===== src/rtl/spa_pkg.sv =====
package spa_pkg;
    localparam int unsigned NUM_DIRS = 2;
    localparam int unsigned DIR_RX   = 0;
    localparam int unsigned DIR_TX   = 1;

    typedef enum logic [1:0] {
        KIND_RX_DMA = 2'd0,
        KIND_TX_DMA = 2'd1,
        KIND_RX_IRQ = 2'd2,
        KIND_TX_IRQ = 2'd3
    } req_kind_e;
endpackage


===== src/rtl/spa_chan.sv =====
module spa_chan #(
    parameter int unsigned CNT_W = 8
) (
    input  logic             clk,
    input  logic             rst_n,
    input  logic             evt_i,
    input  logic             mask_wr_i,
    input  logic             mask_val_i,
    input  logic             cnt_wr_i,
    input  logic [CNT_W-1:0] cnt_val_i,
    input  logic             ack_i,
    input  logic             ack_dma_i,
    input  logic             eob_clr_i,
    output logic             pend_o,
    output logic             mask_o,
    output logic             eob_o
);
    localparam logic [CNT_W-1:0] CNT_ONE = CNT_W'(1);

    typedef struct packed {
        logic             pend;
        logic             mask;
        logic             eob;
        logic [CNT_W-1:0] cnt;
    } chan_t;

    chan_t st_d, st_q;

    always_comb begin
        st_d = st_q;
        if (mask_wr_i) st_d.mask = mask_val_i;
        if (ack_i)     st_d.pend = 1'b0;
        if (evt_i)     st_d.pend = 1'b1;
        if (eob_clr_i) st_d.eob  = 1'b0;
        if (ack_i && ack_dma_i && (st_q.cnt != '0)) begin
            st_d.cnt = st_q.cnt - CNT_ONE;
            if (st_q.cnt == CNT_ONE) begin
                st_d.mask = 1'b0;
                st_d.eob  = 1'b1;
            end
        end
        if (cnt_wr_i) st_d.cnt = cnt_val_i;
    end

    always_ff @(posedge clk or negedge rst_n) begin
        if (!rst_n) st_q <= '0;
        else        st_q <= st_d;
    end

    assign pend_o = st_q.pend;
    assign mask_o = st_q.mask;
    assign eob_o  = st_q.eob;
endmodule


===== src/rtl/spa_pick.sv =====
module spa_pick
    import spa_pkg::*;
#(
    parameter int unsigned PRIO_W = 3
) (
    input  logic [NUM_DIRS-1:0] pend_i,
    input  logic [NUM_DIRS-1:0] mask_i,
    input  logic [PRIO_W-1:0]   prio_i,
    output logic                valid_o,
    output req_kind_e           kind_o,
    output logic [PRIO_W-1:0]   level_o,
    output logic                dir_o,
    output logic                dma_o
);
    localparam logic [PRIO_W-1:0] LVL_NONE = '1;

    always_comb begin
        valid_o = 1'b0;
        kind_o  = KIND_RX_DMA;
        level_o = LVL_NONE;
        dir_o   = 1'b0;
        dma_o   = 1'b0;
        if (prio_i != LVL_NONE) begin
            if (pend_i[DIR_RX] && mask_i[DIR_RX]) begin
                valid_o = 1'b1; kind_o = KIND_RX_DMA; dir_o = 1'b0; dma_o = 1'b1;
            end else if (pend_i[DIR_TX] && mask_i[DIR_TX]) begin
                valid_o = 1'b1; kind_o = KIND_TX_DMA; dir_o = 1'b1; dma_o = 1'b1;
            end else if (pend_i[DIR_RX]) begin
                valid_o = 1'b1; kind_o = KIND_RX_IRQ; dir_o = 1'b0;
            end else if (pend_i[DIR_TX]) begin
                valid_o = 1'b1; kind_o = KIND_TX_IRQ; dir_o = 1'b1;
            end
            if (valid_o) level_o = prio_i;
        end
    end
endmodule


===== src/rtl/spa_arbiter.sv =====
module spa_arbiter
    import spa_pkg::*;
#(
    parameter int unsigned CNT_W  = 8,
    parameter int unsigned PRIO_W = 3
) (
    input  logic              clk,
    input  logic              rst_n,
    input  logic              rx_evt_i,
    input  logic              txb_evt_i,
    input  logic              txs_evt_i,
    input  logic              mask_wr_i,
    input  logic [1:0]        mask_wdata_i,
    input  logic              cnt_wr_i,
    input  logic              cnt_sel_i,
    input  logic [CNT_W-1:0]  cnt_wdata_i,
    input  logic [PRIO_W-1:0] prio_i,
    input  logic              ack_i,
    input  logic [1:0]        eob_clr_i,
    output logic              req_valid_o,
    output logic [1:0]        req_kind_o,
    output logic [PRIO_W-1:0] req_level_o,
    output logic [1:0]        dma_mask_o,
    output logic [1:0]        eob_o
);
    logic [NUM_DIRS-1:0] evt;
    logic [NUM_DIRS-1:0] pend;
    logic [NUM_DIRS-1:0] mask;
    logic [NUM_DIRS-1:0] eob;
    logic                grant_valid;
    req_kind_e           grant_kind;
    logic                grant_dir;
    logic                grant_dma;
    logic                ack_ok;

    assign evt[DIR_RX] = rx_evt_i;
    assign evt[DIR_TX] = txb_evt_i | txs_evt_i;
    assign ack_ok      = ack_i & grant_valid;

    for (genvar g = 0; g < NUM_DIRS; g++) begin : g_dir
        spa_chan #(.CNT_W(CNT_W)) u_chan (
            .clk       (clk),
            .rst_n     (rst_n),
            .evt_i     (evt[g]),
            .mask_wr_i (mask_wr_i),
            .mask_val_i(mask_wdata_i[g]),
            .cnt_wr_i  (cnt_wr_i && (cnt_sel_i == 1'(g))),
            .cnt_val_i (cnt_wdata_i),
            .ack_i     (ack_ok && (grant_dir == 1'(g))),
            .ack_dma_i (grant_dma),
            .eob_clr_i (eob_clr_i[g]),
            .pend_o    (pend[g]),
            .mask_o    (mask[g]),
            .eob_o     (eob[g])
        );
    end

    spa_pick #(.PRIO_W(PRIO_W)) u_pick (
        .pend_i (pend),
        .mask_i (mask),
        .prio_i (prio_i),
        .valid_o(grant_valid),
        .kind_o (grant_kind),
        .level_o(req_level_o),
        .dir_o  (grant_dir),
        .dma_o  (grant_dma)
    );

    assign req_valid_o = grant_valid;
    assign req_kind_o  = grant_kind;
    assign dma_mask_o  = mask;
    assign eob_o       = eob;
endmodule


===== config.mk =====
export PLATFORM = sky130hd
export DESIGN_NAME = spa_arbiter
export DESIGN_NICKNAME = d
export VERILOG_FILES = /design/src/rtl/spa_pkg.sv /design/src/rtl/spa_chan.sv /design/src/rtl/spa_pick.sv /design/src/rtl/spa_arbiter.sv
export SDC_FILE = /design/constraint.sdc
export NUM_CORES = 1
export LEC_CHECK = 0
export BUFFER_PORTS_ARGS = -buffer_cell sky130_fd_sc_hd__buf_2
export CAP_MARGIN = 20
export CELL_PAD_IN_SITES_DETAIL_PLACEMENT = 1
export CELL_PAD_IN_SITES_GLOBAL_PLACEMENT = 2
export CORE_UTILIZATION = 29
export CTS_CLUSTER_DIAMETER = 120
export DETAILED_ROUTE_END_ITERATION = 10
export GPL_TIMING_DRIVEN = 1
export PLACE_DENSITY = 0.84
export SLEW_MARGIN = 10
export SYNTH_ARGS = -nofsm -noshare
export SYNTH_HDL_FRONTEND = slang
export SYNTH_SLANG_ARGS = --single-unit

===== constraint.sdc =====
create_clock -name clk -period 3.8 [get_ports clk]
set_input_delay 0.38 -clock clk [delete_from_list [all_inputs] [get_ports clk]]
set_output_delay 0.38 -clock clk [all_outputs]
set_load 0.005 [all_outputs]

Word level (Yosys, flattened, before mapping)
Cells that the tools add are included.
Widths: inputs -> output; s select.
- add/subtract/negate cells: 2
- equality and inequality tests: 3
- multiplexer cells: 34
- bitwise logic cells: 4
- reductions and logical operators: 16
- operators with widths (kind ; count):
    $mux 1 ; 21
    $mux 10 ; 2
    $eq 8x1->1 const B ; 2
    $mux 8 ; 2
    $reduce_bool 8->1 ; 2
    $sub 8x1->8 const B ; 2
    $mux 2 ; 7
    $logic_and 1x1->1 ; 10
    $reduce_bool 2->1 ; 4
    $mux 3 ; 2
    $ne 3x3->1 const B ; 1
    $not 1->1 ; 2
    $and 1x1->1 ; 1
    $or 1x1->1 ; 1
- bits in registers: 22
- output and inout port bits: 10
- logic and storage cells: 67

Depth between registers and ports, before layout
Gate-level depths: netlist (run 1).
- depth in word-level cells: 12
- depth in mapped cells: 6

Hierarchy
Synthesis (run 1) repeated with hierarchy kept, for this count alone.
- cell total of the unflattened synthesis: 160
- area total of the unflattened synthesis: 1452.6 sq um
- modules (own cells, without submodules) (module ; times used ; cells each ; area an instance (sq um) ; seq. area each (sq um)):
    spa_chan ; 2 ; 71 ; 658.1 ; 275.3
    spa_pick ; 1 ; 13 ; 98.8 ; 0.0
    spa_arbiter ; 1 ; 5 ; 37.5 ; 0.0

Least setup slack after synthesis (run 1)
Ideal clock, no wire load.
- kind: flip-flop to flip-flop
- from: register g_dir[0].u_chan.st_q[0] (netlist name)
- to: register g_dir[0].u_chan.st_q[6] (netlist name)
- library setup time: 82 ps
- data arrival time: 1610 ps
- slack: 2108 ps
- cell stages (with the launch flop): 7
- path buffers: 1
- period minus slack after synthesis: 1692 ps
- path through: dfrtp_1 inv_1 ha_1 and4b_1 buf_2 or4_1 a31oi_1
- cells in the longest elaborated chain, start to end: 3
- elaborated cells between the ends (all ways): 6
- RTL lines (what ; line ; text):
    from (decl) ; spa_chan.sv:27 ; chan_t st_d, st_q;
    from (signal assigned) ; spa_chan.sv:47 ; else st_q <= st_d;
    $sub 8x1->8 / $reduce_bool 8->1 (equally long branches) ; spa_chan.sv:36, spa_chan.sv:35 ;
    $mux 10 / $logic_and 1x1->1 (equally long branches) ; spa_chan.sv:35 ; if (ack_i && ack_dma_i && (st_q.cnt != '0)) begin
    $mux 8 / $reduce_bool 2->1 (equally long branches) ; n/a ;
Several ways; a longest one is shown, not always the timed one. The select of a mux whose other input is x is not followed.
A chain may end at the register's enable or synchronous reset.

Final worst setup path (run 1)
- from: register g_dir[1].u_chan.st_q, in the netlist g_dir[1].u_chan.pend_o
- to: register g_dir[1].u_chan.st_q[5] (netlist name)
- cells in the longest elaborated chain, start to end: 11
- elaborated cells between the ends (all ways): 19
- RTL lines (what ; line ; text):
    from (decl) ; spa_chan.sv:27 ;
    from (signal assigned) ; spa_chan.sv:47 ;
    $mux 1 ; spa_pick.sv:30 ; end else if (pend_i[DIR_TX]) begin
    $mux 1 ; spa_pick.sv:28 ; end else if (pend_i[DIR_RX]) begin
    $mux 1 ; spa_pick.sv:26 ; end else if (pend_i[DIR_TX] && mask_i[DIR_TX]) begin
    $mux 1 ; spa_pick.sv:24 ; if (pend_i[DIR_RX] && mask_i[DIR_RX]) begin
    $mux 1 (2 in a row) ; spa_pick.sv:23 ; if (prio_i != LVL_NONE) begin
    $and 1x1->1 ; spa_arbiter.sv:38 ; assign ack_ok = ack_i & grant_valid;
    $logic_and 1x1->1 ; spa_arbiter.sv:49 ; .ack_i (ack_ok && (grant_dir == 1'(g))),
    $logic_and 1x1->1 (*) (2 in a row) ; spa_chan.sv:35 ;
    $reduce_bool 2->1 (no line) (*) ; n/a ;
Every way passes the cells marked *; elsewhere a longest branch is shown, timed or not. The select of a mux whose other input is x is not followed.

==> out/results.txt, run 1 <==
outcome = finished clean
Worst-path clk slew = 0.09 ns
final number of hold-violating endpoints = 0
crit path DAT = 2.04 ns
metal2 WL = 1930 um
Buffers & Inverters on Critical Path = 0
H-tree levels = 1
ANT cells = 0
initial antenna violation count = 0
Clock power frac = 32.5%
syn avg cell area = 8.84 um2
Final Cell Area = 1750 um2
IO Count = 34
DRT Wirelength = 3880 um
WHS = 0.0759 ns
Post-layout nets = 228
share of the synthesized area in the top cell type = 36.9%
DP Area = 1680 um2
Non-Filler Instances = 264
uppermost layer routed = met4
sequential-to-total area share from yosys stat = 36.9%
Sw Pwr = 0.000217 W
Startpoint Class = register
fmax = 0.535 GHz
crit path time final = 1.87 ns
Die Wd = 73.8 um
drt first-iter violations = 49
wl on met1 = 1850 um
area of the multi-input gates = 833 um2
ys async rst share = 100%
port bufs = 33
total CTS buffers = 3
Vias = 1382
num rows = 25
Netlist cell types = 43
Mapped Nets = 199
Max clock buf depth = 2
detailed-placement wirelength estimate = 2990 um
Final Skew = 0.00572 ns
Worst slew margin = 52.2%
CTS tree = done
Final Cycle Share = 49.2%
Ys Warns = 0
# DRC = 0
first-pass GRT wire length = 6380 um
Internal = 0.000478 W
Post-CTS Hold Buffers = 0
DR WL met3 = 73 um
worst hold path type = in2async
Overall Global Routing Usage = 15.5%
Post-synth EDFFs = 0
Post-Synthesis Cell Area = 1490 um2
Sequential Power Share = 43.6%
routed vias/inst = 5.23
Post-synth top flop = dfrtp_1
Slowest Stage Delay on Critical Path = 0.67 ns
Yosys top cell by area = dfrtp_1
Synth area leaders = dfrtp_1 (37%), ha_1 (5.0%), a31oi_1 (4.6%), nor2_1 (4.5%), o31ai_1 (3.5%)
CP max stage cell = nor4_4
crit-path max FO = 15
postcts setup bufs = 0
power density over cell area = 396 nW/um2
Yosys reg bits = 22
P&R area growth vs syn = 17.3%
core area = 4850 um2
Register Area = 551 um2
Final TNS setup = 0 ns
Inst Count DP = 260
grt total ovfl = 0
Clk Latency, worst-skew pair = 0.27 ns
CP top delay family = simple AND/OR/NAND/NOR gates
switching share of power = 31.2%
combinational share of power = 23.9%
Mapped Cells = 169
Fill cells = 587
CP Cell Sequence = o21ai_1, nor4_4, a31oi_1, o31a_1
Critical Path Sink Type = register
Max Cap Violations = 0
Worst-Margin Slew = 0.711 ns
die height = 73.8 um
setup violators final = 0
LEAKAGE = 0.747 nW
clock sinks = 22
remaining antenna violation count after routing = 0
Worst VDD drop = 0.000210 V
first-pass detailed-route iteration total = 4
via count of the first global-routing pass = 1314
Root Driver = clkbuf_8
layout cells sized above 1 = 24.9%
Required @ worst endpoint = 3.96 ns
Die ar. = 5440 um2
crit path kind = reg2reg
Slew Limit Fails = 0
largest net degree at the start of global routing = 23
RSZ-0062 raised after global routing = no
drt wl/cell = 14.7 um
initial cell density of the core = 30.8%
GPL Wtd Cong = 0.785
post-CTS resize count = 0
[metrics by stage]
| stage | util, % | total power (W) | setup slack (ns) |
|---|---|---|---|
| 2_1_floorplan | - | 0.000418 | 2.11 |
| 3_3_place_gp | 34.7 | 0.000472 | 1.82 |
| 3_5_place_dp | 34.7 | 0.000474 | 1.79 |
| 4_1_cts | 36.2 | 0.000702 | 1.94 |
| 5_1_grt | 36.2 | 0.000741 | 1.74 |
| 6_report | 36.2 | 0.000695 | 1.93 |
[path summary, 6_finish.rpt]
| path | from | end | slack, ns | depth (start not counted) |
|---|---|---|---|---|
| worst max register to register | g_dir[1].u_chan.pend_o | g_dir[1].u_chan.st_q[5] | 1.93 | 4 |
| max in group asynchronous | rst_n | g_dir[0].u_chan.st_q[5] | 3.37 | 1 |
| worst max-delay path | g_dir[1].u_chan.pend_o | g_dir[1].u_chan.st_q[5] | 1.93 | 4 |
| worst min register to register | g_dir[0].u_chan.eob_o | g_dir[0].u_chan.eob_o | 0.54 | 2 |
| worst min-delay path | rst_n | g_dir[1].u_chan.st_q[0] | 0.08 | 1 |
| min in group clk | eob_clr_i[0] | g_dir[0].u_chan.eob_o | 0.28 | 2 |
[cells in the final DEF, fill, tap and decap left out, types with 2 or more instances in the layout]
master	instances
ha_1	6
and3_1	5
nand4_1	7
and2_1	2
dfrtp_1	22
o21ai_0	6
nor3_1	2
a31o_2	2
nor2_1	18
nand2b_1	2
o31ai_1	7
clkbuf_8	3
nor4_4	2
nand4b_1	2
a31oi_1	11
nand2_1	9
buf_2	33
or4_1	7
nand3_1	8
a21oi_1	4
inv_1	13
or2_2	3
a211o_1	4
[layout make-up]
cell class	instances	area share [%]
multi-input combinational	125	47.5
sequential	22	31.4
timing repair buffer	33	9.42
tap	67	4.78
inverter	13	2.78
clock buffer	3	2.36
clock inverter	1	1.71
[Yosys cell counts, drive strengths merged (4+ instances only)]
master,number
and3,5
o31ai,7
nand2,9
a21oi,5
dfrtp,22
or4,7
ha,6
inv,13
nand4,7
a31oi,11
nand3,9
a211o,4
buf,7
o21ai,7
nor2,18
[kinds of logic (layout without fill, tap and decap cells)]
group,count (synthesis),in the layout,synth area share (%)
compound gates,42,42,19.5
fa+ha+maj,6,6,5.02
buf+inv,22,50,7.37
flops,22,22,36.9
mux,1,1,0.754
simple gates,76,76,30.5
[power groups by stage]
stage | Sequential (W) | Clock [W] | Combinational, W
finish | 0.000303 | 0.000226 | 0.000166
global route | 0.000309 | 0.000243 | 0.000190
CTS | 0.000303 | 0.000232 | 0.000167
detailed placement | 0.000307 | 0 | 0.000167
global placement | 0.000307 | 0 | 0.000165
floorplan | 0.000297 | 0 | 0.000121
[sequential cells by signal (all words and copies together), names as in the netlist]
signal               cells
g_dir.u_chan.eob_o       2
g_dir.u_chan.mask_o      2
g_dir.u_chan.pend_o      2
g_dir.u_chan.st_q       16
[worst reg2reg max path: stages (launching register included)]
cell and delay, ns:
dfrtp_1 0.46, o21ai_1 0.16, nor4_4 0.68, a31oi_1 0.18, o31a_1 0.30
[per-layer routing]
metal	vias to the layer above	global-route usage, %
li1	685	-
met1	681	20.8
met2	12	25.2
met3	4	3.70
met4	0	3.85
met5	-	0
Power figures use the tool's default switching activity.
==> run 2, diff against run 1 <==
--- a/config.mk
+++ b/config.mk
@@ -9,11 +9,11 @@
 export CAP_MARGIN = 20
 export CELL_PAD_IN_SITES_DETAIL_PLACEMENT = 1
 export CELL_PAD_IN_SITES_GLOBAL_PLACEMENT = 2
-export CORE_UTILIZATION = 29
+export CORE_UTILIZATION = 28
 export CTS_CLUSTER_DIAMETER = 120
 export DETAILED_ROUTE_END_ITERATION = 10
 export GPL_TIMING_DRIVEN = 1
-export PLACE_DENSITY = 0.84
+export PLACE_DENSITY = 0.85
 export SLEW_MARGIN = 10
 export SYNTH_ARGS = -nofsm -noshare
 export SYNTH_HDL_FRONTEND = slang
==> constraint.sdc (replaced) <==
create_clock -name clk -period 1.6 [get_ports clk]
set_input_delay 0.16 -clock clk [delete_from_list [all_inputs] [get_ports clk]]
set_output_delay 0.16 -clock clk [all_outputs]
set_load 0.005 [all_outputs]
==> run 2 against run 1 <==
Compared with the run above: critical endpoint unchanged; die area increased by 3.5%; the run now ends with negative setup slack left; non-clock buffer count is 40 higher; highest routed layer unchanged; clock-buffer cell count is the same; via count increased by 13%; flip-flop and latch count unchanged; largest power group is now combinational cells.
==> out/results.txt, run 2 (synthesis gave the netlist of run 1 again) <==
switching share of power = 32.4%
grt total ovfl = 0
combinational share of power = 36.8%
commonest non-fill, non-tap cell in the layout = buf_4
violated checks = negative setup slack
Overall Global Routing Usage = 17.3%
Slew Limit Fails = 0
Required @ worst endpoint = 1.76 ns
Min-Delay Path Depth = 2
worst hold path type = in2reg
largest net degree at the start of global routing = 23
CP max stage cell = or4_4
Max clock buf depth = 2
crit path DAT = 1.76 ns
DRT Wirelength = 4850 um
detailed-placement wirelength estimate = 3340 um
most frequent cells in the layout = buf_4 (34), buf_2 (33), dfrtp_1 (20)
Critical Path Sink Type = register
Final Total Pwr = 0.00197 W
min setup slack post-route = -0.00401 ns
# DRC = 0
DP Area = 1920 um2
clock sinks = 22
Worst slew margin = 64.5%
CTS tree = done
Final Cell Area = 2230 um2
outcome = finished, violations left
Crit. path cell count = 4
crit path time final = 1.60 ns
Startpoint Class = register
Sequential Power Share = 36.2%
CP Cell Sequence = or4_4, a21oi_4, a31oi_1, o31a_1
Clock power frac = 27.0%
pre-CTS setup slack = -0.0899 ns
Die ar. = 5630 um2
Worst-path clk slew = 0.09 ns
Buffers & Inverters on Critical Path = 0
Clk Latency, worst-skew pair = 0.26 ns
crit-path max FO = 4
via count of the first global-routing pass = 1534
P&R area growth vs syn = 49.1%
core area = 5110 um2
LEAKAGE = 0.966 nW
crit path kind = reg2reg
Final Core Density = 43.6%
first-pass detailed-route iteration total = 4
initial antenna violation count = 0
total CTS buffers = 3
Root Driver = clkbuf_8
setup violators final = 1
Sw Pwr = 0.000637 W
remaining antenna violation count after routing = 0
first-pass GRT wire length = 7370 um
Post-layout nets = 270
port bufs = 33
final number of hold-violating endpoints = 0
Max Cap Violations = 0
drt first-iter violations = 75
Final Cycle Share = 100%
Die Wd = 75.0 um
Vias = 1563
IO Count = 34
initial cell density of the core = 29.3%
fmax = 0.623 GHz
R2R cell count = 4
ANT cells = 0
routed vias/inst = 5.06
largest reg by FF count = g_dir.u_chan.st_q
Worst VDD drop = 0.000495 V
num rows = 26
RSZ-0062 raised after global routing = yes
Slowest Stage Delay on Critical Path = 0.50 ns
WHS = 0.0665 ns
drt wl/cell = 15.7 um
Internal = 0.00133 W
CP top delay family = compound AO/OA/AOI/OAI gates
layout cells sized above 1 = 46.4%
H-tree levels = 1
power density over cell area = 883 nW/um2
Final Skew = 0.00186 ns
GPL Wtd Cong = 0.778
Largest register FFs = 16
die height = 75.0 um
Worst-Margin Slew = 0.533 ns
==> run 2: cell count changes in the layout (fill, tap and decap cells not counted), sizes merged <==
| cell | before | now |
|---|---|---|
| buf | 33 | 72 |
| and4b | 1 | 2 |
| dlygate4sd3 | 0 | 1 |
| nand3 | 9 | 10 |
==> run 2: final timing paths <==
| kind | start | end | slack [ns] |
|---|---|---|---|
| max | g_dir[1].u_chan.st_q[1] | g_dir[1].u_chan.st_q[5] | -0.004 |
| min | eob_clr_i[1] | g_dir[1].u_chan.eob_o | 0.07 |
| max reg2reg | g_dir[1].u_chan.st_q[1] | g_dir[1].u_chan.st_q[5] | -0.004 |
| min reg2reg | g_dir[1].u_chan.eob_o | g_dir[1].u_chan.eob_o | 0.54 |
| max in group asynchronous | rst_n | g_dir[0].u_chan.st_q[3] | 0.81 |
| min in group asynchronous | rst_n | g_dir[1].u_chan.st_q[7] | 0.40 |
==> run 2: routing by layer <==
metal / vias up / GRT usage [%] / share of wire, %
li1: 777 / - / -
met1: 761 / 22.8 / 44
met2: 19 / 30.0 / 53
met3: 6 / 2.41 / 2.1
met4: 0 / 3.77 / 1.5
met5: - / 0 / 0
==> run 2: what timing repair did <==
item	in CTS	in global routing
hold buffers	1	0
hold endpoints to repair	22	0
pin swaps	5	8
cloned	1	1
setup endpoints to repair	11	17
resized for setup	11	21
setup buffers	6	3
==> run 2: worst register-to-register path, stage by stage (launching register included) <==
cell     delay (ns)
dfrtp_2        0.45
or4_4          0.50
a21oi_4        0.16
a31oi_1        0.11
o31a_1         0.28
==> run 2: power groups by stage <==
stage | registers (W) | clock network (W) | logic (W)
3_5_place_dp | 0.000702 | 0 | 0.000587
5_1_grt | 0.000722 | 0.000557 | 0.000793
4_1_cts | 0.000702 | 0.000544 | 0.000643
2_1_floorplan | 0.000707 | 0 | 0.000296
6_report | 0.000713 | 0.000530 | 0.000724
3_3_place_gp | 0.000699 | 0 | 0.000571
==> run 2: area by class of cell <==
type / count / area [um2]
Tap cell: 70 / 87.6
Inverter: 13 / 48.8
Multi-Input combinational cell: 127 / 980
Clock inverter: 1 / 30.0
Timing Repair Buffer: 73 / 487
Clock buffer: 3 / 41.3
Fill cell: 619 / 2880
Sequential cell: 22 / 553
==> run 2: per-stage QoR <==
| step | std cells | TNS, ns |
|---|---|---|
| after floorplan | 169 | -0.0363 |
| after global placement | 293 | -0.0574 |
| after detailed placement | 293 | -0.310 |
| after CTS | 305 | 0 |
| after global routing | 309 | -0.398 |
| final | 309 | -0.00401 |
==> run 3, diff against run 2 <==
--- a/config.mk
+++ b/config.mk
@@ -9,11 +9,13 @@
 export CAP_MARGIN = 20
 export CELL_PAD_IN_SITES_DETAIL_PLACEMENT = 1
 export CELL_PAD_IN_SITES_GLOBAL_PLACEMENT = 2
-export CORE_UTILIZATION = 28
+export CORE_UTILIZATION = 29
+export CTS_BUF_LIST = sky130_fd_sc_hd__clkbuf_4
 export CTS_CLUSTER_DIAMETER = 120
 export DETAILED_ROUTE_END_ITERATION = 10
 export GPL_TIMING_DRIVEN = 1
-export PLACE_DENSITY = 0.85
+export PLACE_DENSITY = 0.87
+export SKIP_CTS_REPAIR_TIMING = 1
 export SLEW_MARGIN = 10
 export SYNTH_ARGS = -nofsm -noshare
 export SYNTH_HDL_FRONTEND = slang
==> constraint.sdc (replaced) <==
create_clock -name clk -period 1.39 [get_ports clk]
set_input_delay 0.139 -clock clk [delete_from_list [all_inputs] [get_ports clk]]
set_output_delay 0.139 -clock clk [all_outputs]
set_load 0.005 [all_outputs]
==> run 3 against run 2 <==
Compared with the run above: highest routed layer unchanged; flip-flop and latch count stayed put; the run still ends with negative setup slack left; total power is 13% higher; critical path depth up 1; clock-buffer cell count stayed put.
==> out/results.txt, run 3 (synthesis gave the netlist of run 1 again) <==
violated checks = negative setup slack
num rows = 25
Clk Latency, worst-skew pair = 0.31 ns
first-pass detailed-route iteration total = 4
core area = 4850 um2
routed vias/inst = 5.13
Max Cap Violations = 0
largest reg by FF count = g_dir.u_chan.st_q
H-tree levels = 1
Slew Limit Fails = 0
crit-path max FO = 6
worst hold path type = in2reg
drt wl/cell = 16.1 um
Non-Filler Instances = 327
Max clock buf depth = 2
Worst VDD drop = 0.000480 V
largest net degree at the start of global routing = 23
remaining antenna violation count after routing = 0
Worst-path clk slew = 0.13 ns
DP Area = 2100 um2
Die ar. = 5440 um2
initial cell density of the core = 30.8%
ANT cells = 0
Startpoint Class = register
Required @ worst endpoint = 1.63 ns
setup violators final = 24
Largest register FFs = 16
Worst slew margin = 64.2%
Final Cell Area = 2520 um2
port bufs = 33
outcome = finished, violations left
P&R area growth vs syn = 69.0%
fmax = 0.606 GHz
crit path time final = 1.65 ns
Vias = 1677
pre-CTS setup slack = -0.320 ns
most frequent cells in the layout = buf_4 (43), buf_2 (32), dfrtp_1 (20)
min setup slack post-route = -0.261 ns
Root Driver = clkbuf_4
Die Wd = 73.8 um
Critical Path Sink Type = register
initial antenna violation count = 0
drt first-iter violations = 59
Post-layout nets = 291
# DRC = 0
crit path kind = reg2reg
Final Cycle Share = 119%
commonest non-fill, non-tap cell in the layout = buf_4
grt total ovfl = 0
RSZ-0062 raised after global routing = yes
first-pass GRT wire length = 7550 um
Final TNS setup = -3.47 ns
reg2reg setup slack = -0.26 ns
die height = 73.8 um
IO Count = 34
clock sinks = 22
power density over cell area = 881 nW/um2
Overall Global Routing Usage = 17.9%
CTS tree = done
Final Skew = 0.00579 ns
Inst Count DP = 307
crit path DAT = 1.89 ns
Worst-Margin Slew = 0.537 ns
total CTS buffers = 3
via count of the first global-routing pass = 1646
layout cells sized above 1 = 56.2%
detailed-placement wirelength estimate = 3680 um
GPL Wtd Cong = 0.804
LEAKAGE = 1.09 nW
final number of hold-violating endpoints = 0
DRT Wirelength = 5280 um
-- run 3: changes by cell type in the layout (fill, tap and decap cells not counted), moves of 3 or more --
cell	delta
buf_6	+10
clkbuf_4	+3
or2_2	-3
buf_4	+9
dlygate4sd3_1	+4
or2_4	+3
clkbuf_8	-3
inv_1	-3
-- run 3: cell type report --
type / instances / area (um2)
sequential: 22 / 553
fill: 572 / 2320
multi-input combinational: 126 / 1100
clock buffer: 3 / 22.5
tap: 67 / 83.8
timing repair buffer: 95 / 702
clock inverter: 1 / 3.75
inverter: 13 / 56.3
-- run 3: power breakdown --
group          switching (W)  leakage [nW]  internal [W]
combinational       0.000518         0.824      0.000579
clock               0.000209        0.0154      0.000105
sequential         0.0000877         0.251      0.000726
-- run 3: final timing paths --
kind / endpoint / cells after the start / from
max: g_dir[0].u_chan.st_q[7] / 5 / g_dir[0].u_chan.st_q[1]
min: g_dir[1].u_chan.pend_o / 2 / txb_evt_i
max reg2reg: g_dir[0].u_chan.st_q[7] / 5 / g_dir[0].u_chan.st_q[1]
min reg2reg: g_dir[0].u_chan.eob_o / 2 / g_dir[0].u_chan.eob_o
max in group asynchronous: g_dir[0].u_chan.pend_o / 2 / rst_n
min in group asynchronous: g_dir[0].u_chan.st_q[4] / 2 / rst_n
-- run 3: per-stage QoR --
| stage | utilization, % | power [W] | hold slack, ns |
|---|---|---|---|
| floorplan | - | 0.00120 | -0.157 |
| global placement | 43.3 | 0.00161 | 0.150 |
| detailed placement | 43.3 | 0.00164 | 0.154 |
| CTS | 43.8 | 0.00196 | -0.206 |
| global route | 52.1 | 0.00238 | 0.0186 |
| finish | 52.1 | 0.00222 | 0.0219 |
-- run 3: critical path: stages, from the launching register on --
cell and delay [ns]:
dfrtp_1 0.39, inv_2 0.07, ha_4 0.17, and4b_2 0.28, or4_4 0.48, a31oi_1 0.19
-- run 3: per-layer routing --
metal  track usage [%]  vias up  part of all wire (%)
li1                  -      811                     -
met1              23.1      845                    45
met2              31.9       17                    54
met3              2.47        4                   1.5
met4              3.21        0                  0.40
met5                 0        -                     0
